`src/rtl/pin_debouncer_pkg.sv`:
```
package pin_debouncer_pkg;

  // Phase of the output filter: priming after reset, then normal running.
  typedef enum logic {
    DB_FILL = 1'b0,
    DB_RUN  = 1'b1
  } db_phase_e;

  // Window length for a given exponent, as a count of ticks.
  function automatic int unsigned win_ticks(input int unsigned exp_val);
    return 32'd1 << exp_val;
  endfunction

endpackage

```
`src/rtl/dbn_rst_sync.sv`:
```
module dbn_rst_sync #(
  parameter int STAGES = 2
) (
  input  logic clk,
  input  logic arst_n,
  output logic rst_n_o
);

  logic [STAGES-1:0] chain_q;
  logic [STAGES-1:0] chain_d;

  always_comb begin
    chain_d = {chain_q[STAGES-2:0], 1'b1};
  end

  always_ff @(posedge clk or negedge arst_n) begin
    if (!arst_n) begin
      chain_q <= '0;
    end else begin
      chain_q <= chain_d;
    end
  end

  assign rst_n_o = chain_q[STAGES-1];

endmodule

```
`src/rtl/dbn_sync.sv`:
```
module dbn_sync #(
  parameter int STAGES = 2
) (
  input  logic clk,
  input  logic rst_n,
  input  logic d_async,
  output logic q_sync
);

  logic [STAGES-1:0] stage_q;
  logic [STAGES-1:0] stage_d;

  generate
    if (STAGES == 1) begin : g_single
      always_comb begin
        stage_d = d_async;
      end
    end else begin : g_chain
      always_comb begin
        stage_d = {stage_q[STAGES-2:0], d_async};
      end
    end
  endgenerate

  always_ff @(posedge clk or negedge rst_n) begin
    if (!rst_n) begin
      stage_q <= '0;
    end else begin
      stage_q <= stage_d;
    end
  end

  assign q_sync = stage_q[STAGES-1];

endmodule

```
`src/rtl/dbn_window.sv`:
```
module dbn_window #(
  parameter int EXP_W = 3,
  localparam int CNT_W = (1 << EXP_W) - 1
) (
  input  logic             clk,
  input  logic             rst_n,
  input  logic             run_en,
  input  logic             mismatch,
  input  logic             ms_tick,
  input  logic [EXP_W-1:0] exp_in,
  output logic             expire,
  output logic [CNT_W-1:0] cnt_o,
  output logic [EXP_W-1:0] exp_o
);

  logic [CNT_W-1:0] cnt_q, cnt_d;
  logic [EXP_W-1:0] exp_q, exp_d;
  logic [CNT_W:0]   win_len;
  logic [CNT_W-1:0] last_cnt;
  logic             counting;
  logic             cnt_en;

  always_comb begin
    win_len  = (CNT_W+1)'(1) << exp_q;
    last_cnt = CNT_W'(win_len - 1'b1);
    counting = run_en & mismatch;
    cnt_en   = counting & ms_tick;
    expire   = cnt_en & (cnt_q == last_cnt);
  end

  always_comb begin
    cnt_d = cnt_q;
    exp_d = exp_q;
    if (!counting) begin
      // idle: counter held at zero, exponent tracks the control input
      cnt_d = '0;
      exp_d = exp_in;
    end else if (cnt_en) begin
      if (expire) begin
        cnt_d = '0;
      end else begin
        cnt_d = cnt_q + 1'b1;
      end
    end
  end

  always_ff @(posedge clk or negedge rst_n) begin
    if (!rst_n) begin
      cnt_q <= '0;
      exp_q <= '0;
    end else begin
      cnt_q <= cnt_d;
      exp_q <= exp_d;
    end
  end

  assign cnt_o = cnt_q;
  assign exp_o = exp_q;

endmodule

```
`src/rtl/dbn_filter.sv`:
```
module dbn_filter
  import pin_debouncer_pkg::*;
#(
  parameter int SYNC_STAGES = 2,
  localparam int FILL_W = $clog2(SYNC_STAGES + 1)
) (
  input  logic clk,
  input  logic rst_n,
  input  logic sync_lvl,
  input  logic db_enable,
  input  logic expire,
  output logic clean_q,
  output logic primed,
  output logic mismatch
);

  db_phase_e   phase_q, phase_d;
  logic [FILL_W-1:0] fill_q, fill_d;
  logic        out_d;

  always_comb begin
    phase_d = phase_q;
    fill_d  = fill_q;
    out_d   = clean_q;
    unique case (phase_q)
      DB_FILL: begin
        if (fill_q == FILL_W'(SYNC_STAGES)) begin
          // synchroniser is full: take its level without filtering
          out_d   = sync_lvl;
          phase_d = DB_RUN;
        end else begin
          fill_d = fill_q + 1'b1;
        end
      end
      DB_RUN: begin
        if (!db_enable) begin
          out_d = sync_lvl;
        end else if (expire) begin
          out_d = sync_lvl;
        end
      end
      default: phase_d = DB_FILL;
    endcase
  end

  always_ff @(posedge clk or negedge rst_n) begin
    if (!rst_n) begin
      phase_q <= DB_FILL;
      fill_q  <= '0;
      clean_q <= 1'b0;
    end else begin
      phase_q <= phase_d;
      fill_q  <= fill_d;
      clean_q <= out_d;
    end
  end

  assign primed   = (phase_q == DB_RUN);
  assign mismatch = sync_lvl ^ clean_q;

endmodule

```
`src/rtl/pin_debouncer.sv`:
```
module pin_debouncer #(
  parameter int EXP_W       = 3,
  parameter int SYNC_STAGES = 2,
  parameter int RST_STAGES  = 2,
  localparam int CNT_W = (1 << EXP_W) - 1
) (
  input  logic             clk,
  input  logic             rst_n,
  input  logic             ms_tick,
  input  logic             pin_raw,
  input  logic             db_enable,
  input  logic [EXP_W-1:0] db_exp,
  output logic             clean_out
);

  logic             rst_n_s;
  logic             sync_lvl;
  logic             primed;
  logic             mismatch;
  logic             expire;
  logic             run_en;
  logic [CNT_W-1:0] win_cnt;
  logic [EXP_W-1:0] win_exp;

  dbn_rst_sync #(.STAGES(RST_STAGES)) u_rst_sync (
    .clk     (clk),
    .arst_n  (rst_n),
    .rst_n_o (rst_n_s)
  );

  dbn_sync #(.STAGES(SYNC_STAGES)) u_pin_sync (
    .clk     (clk),
    .rst_n   (rst_n_s),
    .d_async (pin_raw),
    .q_sync  (sync_lvl)
  );

  assign run_en = primed & db_enable;

  dbn_window #(.EXP_W(EXP_W)) u_window (
    .clk      (clk),
    .rst_n    (rst_n_s),
    .run_en   (run_en),
    .mismatch (mismatch),
    .ms_tick  (ms_tick),
    .exp_in   (db_exp),
    .expire   (expire),
    .cnt_o    (win_cnt),
    .exp_o    (win_exp)
  );

  dbn_filter #(.SYNC_STAGES(SYNC_STAGES)) u_filter (
    .clk       (clk),
    .rst_n     (rst_n_s),
    .sync_lvl  (sync_lvl),
    .db_enable (db_enable),
    .expire    (expire),
    .clean_q   (clean_out),
    .primed    (primed),
    .mismatch  (mismatch)
  );

endmodule

```
`config.mk`:
```
export PLATFORM = sky130hd
export DESIGN_NAME = pin_debouncer
export DESIGN_NICKNAME = d
export VERILOG_FILES = /design/src/rtl/pin_debouncer_pkg.sv /design/src/rtl/dbn_rst_sync.sv /design/src/rtl/dbn_sync.sv /design/src/rtl/dbn_window.sv /design/src/rtl/dbn_filter.sv /design/src/rtl/pin_debouncer.sv
export SDC_FILE = /design/constraint.sdc
export NUM_CORES = 1
export LEC_CHECK = 0
export BUFFER_PORTS_ARGS = -buffer_cell sky130_fd_sc_hd__buf_2
export CORE_MARGIN = 10
export CORE_UTILIZATION = 35
export DETAILED_ROUTE_END_ITERATION = 8
export SYNTH_ARGS = -nofsm -noshare
export SYNTH_HDL_FRONTEND = slang
export SYNTH_SLANG_ARGS = --single-unit
```
`constraint.sdc`:
```
create_clock -name clk -period 0.8 [get_ports clk]
set_input_delay 0.16 -clock clk [delete_from_list [all_inputs] [get_ports clk]]
set_output_delay 0.16 -clock clk [all_outputs]
set_load 0.005 [all_outputs]
```
## Word-level counts from Yosys, hierarchy flattened

Index checks and enable logic that the tools add are counted.

| cells by class | value |
|---|---|
| multiplexer cells | 9 |
| eq/ne operators | 5 |
| add/sub/neg operators | 3 |
| reduce and logical (&&, ||, !) cells | 2 |
| bitwise gates (word level) | 7 |
| shifts and indexed selects | 1 |

Operators with widths:

| operator | count |
|---|---|
| two-way mux 7 bit | 3 |
| adder 7 x 1 -> 7 bit, second input constant | 1 |
| == test 7 bit | 1 |
| << shifter 1 x 3 -> 7 bit, first input constant | 1 |
| subtractor 7 x 1 -> 7 bit, second input constant | 1 |
| two-way mux 1 bit | 5 |
| bitwise AND 1 bit | 4 |
| AND reduction 2 bit | 2 |
| != test 3 bit, second input constant | 1 |
| adder 2 x 1 -> 2 bit, second input constant | 1 |
| == test 2 bit, second input constant | 1 |
| != test 2 x 1 -> 1 bit, second input constant | 1 |
| != test 2 bit, second input constant | 1 |
| NOT 1 bit | 2 |
| case mux 1 bit (2 select lines) | 1 |
| XOR 1 bit | 1 |

| word-level totals | value |
|---|---|
| output and inout port bits | 1 |
| logic and storage cells | 34 |
| register bits after elaboration | 18 |
| input port bits | 8 |

## Longest topological paths before layout

Gate-level depths: netlist (run 1).

| depth | value |
|---|---|
| depth after elaboration | 7 |
| depth in mapped cells | 7 |
| depth with buffers taken out | 7 |

## Cells and area by module

From an unflattened synthesis (run 1), not the netlist that was laid out.

| second synthesis, totals | value |
|---|---|
| cells, all modules | 89 |
| area, all modules | 962.2 um^2 |

By module, submodules not included:

| module | instances | seq. area each (um^2) | cells each | area an instance (um^2) |
|---|---|---|---|---|
| dbn_window | 1 | 250.2 | 67 | 655.6 |
| dbn_filter | 1 | 100.1 | 16 | 196.4 |
| dbn_rst_sync | 1 | 50.0 | 3 | 53.8 |
| dbn_sync | 1 | 50.0 | 2 | 50.0 |
| pin_debouncer | 1 | 0.0 | 1 | 6.3 |

## Least setup slack after synthesis (run 1)

OpenSTA, ideal clock, no wires.

| timing path | value |
|---|---|
| kind | register to register |
| start | reg u_window.exp_q[1], in the netlist u_window.exp_o[1] |
| end | reg u_filter.clean_q |
| path slack | -1.022 ns |
| arrival | 1.735 ns |
| buffers on the path | 1 |
| clock period less this slack | 1.822 ns |
| required time | 0.713 ns |
| setup time | 0.087 ns |
| cell stages (with the launch flop) | 6 |
| path through | dfrtp_1 buf_4 or4_1 o21a_1 or4_1 o211ai_1 |

| between the ends | value |
|---|---|
| cells in the longest elaborated chain, start to end | 6 |

RTL lines:

| what | RTL line | source |
|---|---|---|
| start, declared | dbn_window.sv:17 | `logic [EXP_W-1:0] exp_q, exp_d;` |
| start signal, assigned | dbn_window.sv:53 | `exp_q <= exp_d;` |
| << shifter 1 x 3 -> 7 bit | dbn_window.sv:24 | `win_len = (CNT_W+1)'(1) << exp_q;` |
| subtractor 7 x 1 -> 7 bit | dbn_window.sv:25 | `last_cnt = CNT_W'(win_len - 1'b1);` |
| == test 7 bit | dbn_window.sv:28 | `expire = cnt_en & (cnt_q == last_cnt);` |
| bitwise AND 1 bit | dbn_window.sv:28 |  |
| != test 3 bit (no source line) | n/a |  |
| AND reduction 2 bit (no source line) | n/a |  |
| end signal, assigned | dbn_filter.sv:54 | `clean_q <= out_d;` |
| end, declared | dbn_filter.sv:12 | `output logic clean_q,` |

No other way between the ends.
A chain may end at the register's enable or synchronous reset.

## Worst setup path in the final report (run 1)

Ends and elaborated chain as after synthesis.

==> out/qor.yml, run 1 <==
violations: "negative setup slack"
routed_wl_mm: 2.94
wire_per_inst_um: 15.6
ys_warn_count: 0
die_h_um: 74.2
ys_seq_elements: 18
clk_pin_slew_ns: 0.11
drive_gt1_share_pct: 52.2
p_sw_share_pct: 30.5
clkPwrFrac_pct: 24.8
gp_congestion: 0.808
nets: 168
critPathLaunchType: "flip-flop"
drtAntennaViolNets: 0
dieArea_sq_mm: 0.00551
rows: 19
routed_via_density: 5.65
rsz0062_at_grt: "true"
synth_fp_nets: 122
p_int_uw: 1600
cpPeakStageDelay_ns: 0.50
start_util_pct: 37.0
slew_headroom_pct: 40.2
synth_cell_type_count: 40
p_leak_uw: 0.000683
numPortBuffers: 8
setup_ws_ns: -1.04
setup_violations: 15
worstPathCellList: "or3b_4 > a21oi_4 > a211oi_4 > or4_1 > o211ai_1"
dp_hpwl_mm: 1.98
die_x_um: 74.2
drtIter0Drc: 16
required_ns: 1.03
finalClockSkew_ns: 0.00427
hp-class: "input port to flip-flop"
cts_buffer_depth: 2
critPathMaxFanout: 8
holdWs_ns: 0.0818
fin_crit_sh_pct: 230
worst_pin_slew_ns: 0.890
drv_slew: 0
clock.fmax_mhz: 545
n_antenna_cell: 0
maxCapViolCount: 0
ff2ff_path_depth: 5
hold_viol_final: 0
overflow: 0
htreeDepth: 1
grt_pass1_wl_mm: 5.09
tns_ns: -10.24
synth_area_sq_mm: 0.00103
antenna_found_initial: 0
critPathKind: "flip-flop to flip-flop"
grt_pass1_vias: 1160
path_delay_family: "simple AND/OR/NAND/NOR gates"
clock_sinks: 18
seqPwrFrac_pct: 45.3
drcViolationCount: 0
io_pins: 9
synth_cells: 112
cp.arrival_ns: 2.06
cts_tree: "done"
p_per_area_mw_per_mm2: 1400
ir_drop_mv: 1.14
critPathBufInv: 0
ys_seq_area_share_pct: 43.8
fp.coreArea_sq_mm: 0.00278
grtUsageTotal_pct: 11.4
slowest_stage: "dfrtp_2"
min_period_ns: 1.84
syn_to_final_growth_pct: 60.1
cts_buffers: 3
drtPass1Iterations: 4
num_vias: 1062
p_sw_uw: 700
status: "finished, violations left"
holdPathStages: 2
combPwrFrac_pct: 29.8
worst_setup_path_end_kind: "flip-flop"
clock_latency_ns: 0.30
syn_avg_cell_area_sq_um: 9.18
path_depth: 5
root_buffer: "clkbuf_4"
grt_max_degree: 13
-- sequential cells by signal (all words and copies together), names as in the netlist --
register and flops:
u_rst_sync.chain_q 2, u_pin_sync.stage_q 2, u_filter.fill_q 2, u_window.cnt_o 7
u_window.exp_o 3, u_filter.clean_q 1, u_filter.primed 1
-- worst paths after layout --
check / startpoint / end / slack [ns]
setup reg to reg: u_window.exp_o[1] / u_filter.clean_q / -1.04
setup / recovery: u_window.exp_o[1] / u_filter.clean_q / -1.04
hold / removal: db_exp[0] / u_window.exp_o[0] / 0.08
hold reg to reg: u_rst_sync.chain_q[1] / u_window.cnt_o[3] / 0.12
min in group asynchronous: u_rst_sync.chain_q[1] / u_window.cnt_o[3] / 0.12
max in group asynchronous: u_rst_sync.chain_q[1] / u_window.exp_o[0] / 0.33
-- metrics by stage --
| stage | instances | cell area, sq um | worst slack [ns] | power [uW] | utilization (%) |
|---|---|---|---|---|---|
| after global routing | 188 | 1650 | -1.12 | 2410 | 59.2 |
| after floorplan | 112 | 1080 | -0.983 | 1290 | - |
| after CTS | 186 | 1580 | -0.997 | 2230 | 56.9 |
| after detailed placement | 170 | 1320 | -1.12 | 1470 | 47.4 |
| after global placement | 170 | 1320 | -1.03 | 1450 | 47.4 |
| final | 188 | 1650 | -1.04 | 2300 | 59.2 |
-- cells in the mapped netlist --
cell type	number	area share [%]
buf_2	1	0.49
a31oi_1	1	0.61
a21oi_1	2	0.97
o41ai_1	1	0.85
nor3_1	6	2.9
inv_1	3	1.1
buf_1	1	0.36
a2111oi_0	1	0.85
nand2b_1	1	0.61
nor3b_1	2	1.5
ha_1	2	2.4
o21ai_0	5	2.4
nand3b_1	1	0.73
o2111ai_1	1	0.85
a221oi_1	1	0.85
or3b_1	1	0.85
nor2b_1	1	0.61
xnor2_1	2	1.7
o21a_1	1	0.73
a211oi_2	1	1.2
conb_1	1	0.36
dfrtp_1	18	44
clkbuf_1	2	0.73
nand2_1	16	5.8
o311ai_0	1	0.85
nor4_2	1	1.2
nand3_1	10	4.9
buf_4	1	0.73
mux2_2	3	3.3
buf_6	1	1.1
or4_1	2	1.5
nor2_1	5	1.8
or3_1	1	0.61
o211ai_1	4	2.9
xor2_1	1	0.85
or2_2	2	1.2
and3_1	1	0.61
nand4b_1	1	0.85
o31ai_1	5	3.7
and2_1	1	0.61
-- area by class of cell --
cell class | count | area (sq um)
clock buffers | 4 | 36.3
inverters | 3 | 11.3
fillers | 228 | 1130
multi-input cells | 85 | 734
flip-flops and latches | 18 | 454
well taps | 31 | 38.8
repair buffers | 47 | 372
-- cell usage in the layout (no fill, tap or decap), types with 4 or more instances in the layout --
cell,netlist,final
buf_4,1,32
nand2_1,16,15
dfrtp_1,18,15
nand3_1,10,10
buf_2,1,7
buf_6,1,5
nor3_1,6,4
o211ai_1,4,4
-- power groups by stage --
stage / Sequential (uW) / Clock [uW] / Combinational, uW
after floorplan: 1030 / 0 / 264
after global placement: 1040 / 0 / 409
after detailed placement: 1040 / 0 / 426
after CTS: 1030 / 575 / 625
after global routing: 1050 / 621 / 735
final: 1040 / 571 / 686
-- cells by family after synthesis --
logic type / after synthesis / share of synthesized area, %
other: 1 / 0.365
muxes: 3 / 3.28
AOI/OAI and AO/OA: 24 / 16.8
xor gates and xnor gates: 3 / 2.56
adders and majority gates: 2 / 2.43
buffers and inverters: 9 / 4.50
DFF: 18 / 43.8
and+or+nand+nor: 52 / 26.3
-- timing repair --
item	in CTS	in global routing
setup buffers	11	5
endpoints found under the setup margin	15	15
resized for setup	27	11
pin swaps	12	4
endpoints found under the hold margin	3	0
hold buffers	2	0
-- metal layers --
| layer | up-vias | track usage (%) | wire length, um |
|---|---|---|---|
| met1 | 532 | 12.9 | 1260 |
| met2 | 22 | 20.5 | 1520 |
| li1 | 502 | - | - |
| met3 | 6 | 2.66 | 100 |
| met4 | 0 | 4.27 | 59 |
| met5 | - | 0 | 0 |
Note: power is estimated with default switching activity, not from simulation.
==> run 2, diff against run 1 <==
RECOVER_POWER = 25   (was unset)
==> run 2 against run 1 <==
Net effect: the flow still finishes with violations (negative setup slack); critical path type unchanged; core utilization hardly changed; final cell count stayed put; fmax stayed put; worst hold slack stayed put; via count stayed put; worst setup slack stayed put.
==> out/qor.yml, run 2 (same netlist as run 1, synthesis figures left out) <==
drcViolationCount: 0  # unchanged
holdPathEnd: "u_window.exp_o[0]"
start_util_pct: 37.0  # unchanged
ir_drop_mv: 1.14  # unchanged
num_vias: 1062  # unchanged
clock_sinks: 18  # unchanged
die_h_um: 74.2  # unchanged
cts_buffers: 3  # unchanged
cts_buffer_depth: 2  # unchanged
reg2reg_slack_ns: -1.04  # about the same
final_common_cell: "buf_4"
r2r-start: "u_window.exp_o[1]"
routed_wl_mm: 2.94  # about the same
worst_pin_slew_ns: 0.890  # unchanged
fin_crit_sh_pct: 230  # unchanged
rsz0062_at_grt: "true"
routed_via_density: 5.65  # unchanged
grt_pass1_vias: 1160  # unchanged
dp_hpwl_mm: 1.98  # unchanged
final_util_pct: 59.2  # about the same
hold_viol_final: 0  # unchanged
wire_per_inst_um: 15.7  # about the same
dp_slack_ns: -1.12  # unchanged
numPortBuffers: 8  # unchanged
setup_violations: 15  # unchanged
grtUsageTotal_pct: 11.4  # unchanged
dieArea_sq_mm: 0.00551  # unchanged
worst_setup_path_end_kind: "flip-flop"
setup_ws_ns: -1.04  # unchanged
rows: 19  # unchanged
clock.fmax_mhz: 545  # unchanged
nets: 168  # unchanged
overflow: 0  # unchanged
drtPass1Iterations: 4  # unchanged
largest_reg_flops: 7  # unchanged
grt_max_degree: 13  # unchanged
worstHoldStart: "db_exp[0]"
required_ns: 1.03  # about the same
final_cell_mix: "buf_4 (32), nand2_1 (15), dfrtp_1 (15)"
violations: "negative setup slack"
clock_latency_ns: 0.30  # about the same
maxCapViolCount: 0  # unchanged
cp.arrival_ns: 2.06  # about the same
grt_pass1_wl_mm: 5.09  # unchanged
holdWs_ns: 0.0818  # unchanged
finalClockSkew_ns: 0.00427  # unchanged
drtIter0Drc: 16  # unchanged
r2r_end: "u_filter.clean_q"
drv_slew: 0  # unchanged
min_period_ns: 1.84  # unchanged
clk_pin_slew_ns: 0.11  # about the same
status: "finished, violations left"
drive_gt1_share_pct: 51.6  # -0.64 points
critPathMaxFanout: 8  # unchanged
p_leak_uw: 0.000680  # -0.40%
io_pins: 9  # unchanged
syn_to_final_growth_pct: 60.0  # about the same
antenna_found_initial: 0  # unchanged
n_antenna_cell: 0  # unchanged
drtAntennaViolNets: 0  # unchanged
ff2ff_path_depth: 5  # unchanged
root_buffer: "clkbuf_4"
critPathLaunchType: "flip-flop"
p_per_area_mw_per_mm2: 1400  # about the same
slew_headroom_pct: 40.2  # unchanged
gp_congestion: 0.808  # unchanged
critPathKind: "flip-flop to flip-flop"
holdPathStages: 2  # unchanged
die_x_um: 74.2  # unchanged
fp.coreArea_sq_mm: 0.00278  # unchanged
htreeDepth: 1  # unchanged
hp-class: "input port to flip-flop"
cts_tree: "done"
[run 2: cell count changes in the layout (fill, tap and decap cells not counted)]
cell / delta
buf_2: -1
clkbuf_1: +1
[run 2: what timing repair did]
item | CTS | global route
hold endpoints to repair | 3 | 0
pin swaps | 12 | 4
hold buffers | 2 | 0
endpoints found under the setup margin | 15 | 15
buffers inserted | 11 | 5
gates resized for setup | 27 | 11
[run 2: routing by layer]
metal	routed length [um]	GRT usage, %	part of all wire (%)	up-vias
met2	1520	20.5	52	22
met4	59	4.27	2.0	0
li1	-	-	-	502
met3	100	2.66	3.4	6
met5	0	0	0	-
met1	1270	12.9	43	532
[run 2: critical path: stages (launching register included)]
cell      delay [ns]
dfrtp_2         0.50
or3b_4          0.42
a21oi_4         0.18
a211oi_4        0.13
or4_1           0.42
o211ai_1        0.10
[run 2: layout make-up]
class | instances | area, sq um
inverters | 3 | 11.3
well taps | 31 | 38.8
clock buffers | 4 | 36.3
multi-input cells | 85 | 734
repair buffers | 47 | 370
flip-flops and latches | 18 | 454
fillers | 229 | 1140
[run 2: worst max-delay path by stage]
stage          slack, ns              start  cells after the start               end
2_1_floorplan      -0.98  u_window.exp_o[1]                      5  u_filter.clean_q
3_5_place_dp       -1.12  u_window.exp_o[2]                      5  u_filter.clean_q
4_1_cts             -1.0  u_window.exp_o[1]                      4  u_filter.clean_q
3_3_place_gp       -1.03  u_window.exp_o[2]                      5  u_filter.clean_q
6_report           -1.04  u_window.exp_o[1]                      5  u_filter.clean_q
5_1_grt            -1.12  u_window.exp_o[1]                      5  u_filter.clean_q
[run 2: stage by stage]
stage / setup TNS [ns] / cell area, sq um / total power [uW] / instances
floorplan: -8.45 / 1080 / 1290 / 112
global placement: -9.91 / 1320 / 1450 / 170
detailed placement: -10.65 / 1320 / 1470 / 170
CTS: -9.85 / 1580 / 2230 / 186
global route: -11.06 / 1650 / 2410 / 188
finish: -10.24 / 1650 / 2300 / 188
[run 2: power by group]
| part | switching, uW | total, uW | internal (uW) | leakage (uW) |
|---|---|---|---|---|
| clock network | 293 | 571 | 278 | 0.0000210 |
| logic | 320 | 685 | 365 | 0.000440 |
| registers | 87.0 | 1040 | 956 | 0.000219 |
==> run 3, diff against run 2 <==
SETUP_SLACK_MARGIN = 0.4   (was unset)
SLEW_MARGIN = 20   (was unset)
==> run 3 against run 2 <==
Net effect: clock skew grew 0.0019 ns; the run ends with negative hold slack, negative setup slack left; critical endpoint unchanged; first-iteration DRC count increased to 2.9 times the previous value; clock power is 17% lower; non-clock buffer count grew 3; cell area is essentially flat; global-route usage up 0.14 points; register-to-register slack improved by 0.03 ns; largest cell class unchanged; sequential power is essentially flat; count of clock-buffer cells in the layout stayed put; power fell by 3.3%.
==> out/qor.yml, run 3 (same netlist as run 1, synthesis figures left out) <==
die_h_um: 74.2  # unchanged
setup_ws_ns: -1.01  # +0.0312 ns
dieArea_sq_mm: 0.00551  # unchanged
worst_setup_path_end_kind: "flip-flop"
grt_pass1_wl_mm: 5.09  # +0.14%
drcViolationCount: 0  # unchanged
stdcell_count: 191  # +1.6%
antenna_found_initial: 0  # unchanged
place_area_sq_mm: 0.00130  # -1.4%
nets: 171  # +1.8%
worst_pin_slew_ns: 0.497  # -0.393 ns
clock.fmax_mhz: 554  # +1.7%
start_util_pct: 37.0  # unchanged
overflow: 0  # unchanged
die_x_um: 74.2  # unchanged
required_ns: 1.02  # about the same
drtIter0Drc: 47  # +31
final_common_cell: "buf_4"
dp_hpwl_mm: 1.84  # -7.3%
clk_pin_slew_ns: 0.10  # about the same
holdWs_ns: -0.0410  # -0.123 ns
setup_violations: 15  # unchanged
grt_max_degree: 11  # -2
final_cell_mix: "buf_4 (34), nand2_1 (15), dfrtp_1 (14)"
critPathLaunchType: "flip-flop"
drive_gt1_share_pct: 53.1  # +1.5 points
root_buffer: "clkbuf_4"
fin_crit_sh_pct: 226  # -3.9 points
gp_congestion: 0.789  # -2.3%
slowest_stage: "or4_1"
cp.arrival_ns: 2.02  # -0.04 ns
clock_sinks: 18  # unchanged
drtPass1Iterations: 4  # unchanged
cts_hold_buf: 1  # -1
n_antenna_cell: 0  # unchanged
status: "finished, violations left"
grtUsageTotal_pct: 11.6  # +0.14 points
cpPeakStageDelay_ns: 0.53  # +0.03 ns
io_pins: 9  # unchanged
placed_cells: 169  # -0.59%
slew_headroom_pct: 66.7  # +26 points
drtAntennaViolNets: 0  # unchanged
p_leak_uw: 0.000683  # +0.46%
hp-class: "input port to flip-flop"
ir_drop_mv: 1.12  # -2.4%
critPathMaxFanout: 5  # -3
routed_wl_mm: 2.99  # +1.7%
cts_tree: "done"
critPathKind: "flip-flop to flip-flop"
wire_per_inst_um: 15.7  # about the same
finalClockSkew_ns: 0.00621  # +0.00194 ns
htreeDepth: 1  # unchanged
violations: "negative hold slack, negative setup slack"
hold_viol_final: 1  # +1
fp.coreArea_sq_mm: 0.00278  # unchanged
numPortBuffers: 8  # unchanged
clock_latency_ns: 0.30  # about the same
routed_via_density: 5.62  # -0.46%
rows: 19  # unchanged
cts_buffer_depth: 2  # unchanged
maxCapViolCount: 0  # unchanged
num_vias: 1074  # +1.1%
final_area_sq_mm: 0.00164  # about the same
drv_slew: 0  # unchanged
grt_pass1_vias: 1088  # -6.2%
min_period_ns: 1.81  # -0.0312 ns
largest_reg_flops: 7  # unchanged
cts_buffers: 3  # unchanged
nFillCells: 249  # +8.7%
p_per_area_mw_per_mm2: 1350  # -3.2%
syn_to_final_growth_pct: 59.9  # about the same
rsz0062_at_grt: "true"
worstPathCellList: "buf_4 > o41ai_4 > nor3_4 > or4_1 > o211ai_1"
==> run 3: layout make-up <==
type,instances,area [sq um],share of cell area [%]
repair buffers,50,382,23.2
multi-input cells,85,728,44.3
well taps,31,38.8,2.36
flip-flops and latches,18,458,27.9
clock buffers,4,26.3,1.60
inverters,3,11.3,0.685
==> run 3: per-layer routing <==
layer / track usage (%) / share of wire [%] / vias to the layer above
li1: - / - / 504
met1: 14.7 / 43 / 533
met2: 18.3 / 52 / 27
met3: 2.53 / 3.0 / 10
met4: 5.49 / 2.6 / 0
met5: 0 / 0 / -
==> run 3: report_power, final <==
part,internal [uW],leakage (uW),switching (uW)
clock,194,0.0000150,277
sequential,957,0.000218,66.8
combinational,385,0.000450,342
==> run 3: through the flow <==
stage	setup WS [ns]	setup TNS (ns)	total power, uW	util, %	hold WS [ns]
floorplan	-0.983	-8.45	1290	-	-0.136
global placement	-1.04	-9.98	1450	46.7	-0.0557
detailed placement	-1.08	-10.30	1460	46.7	-0.0544
CTS	-0.980	-9.53	2160	56.4	-0.0480
global route	-1.07	-11.07	2330	59.1	-0.0522
finish	-1.01	-9.87	2220	59.1	-0.0410
==> run 3: critical path: cells and delay by family (launching register included) <==
family / cells / cell delay (ns)
buffers and inverters: 1 / 0.17
AND/OR/NAND/NOR: 2 / 0.63
flip-flops: 1 / 0.45
AO/OA/AOI/OAI: 2 / 0.47
==> run 3: worst paths after layout <==
check                                       from                    end  slack (ns)  cells past startpoint
setup / recovery               u_window.exp_o[1]       u_filter.clean_q       -1.01                      5
hold / removal                           pin_raw  u_pin_sync.stage_q[0]       -0.04                      1
setup reg to reg               u_window.exp_o[1]       u_filter.clean_q       -1.01                      5
hold reg to reg            u_rst_sync.chain_q[1]  u_pin_sync.stage_q[0]        0.23                      1
max in group asynchronous  u_rst_sync.chain_q[1]      u_window.exp_o[2]        0.11                      1
min in group asynchronous                  rst_n  u_rst_sync.chain_q[1]        0.15                      2
==> run 3: repair_timing <==
item	in CTS	in global routing
setup buffers	13	4
resized for setup	30	12
pin swaps	8	6
gates cloned	0	0
endpoints found under the hold margin	3	1
endpoints found under the setup margin	33	19
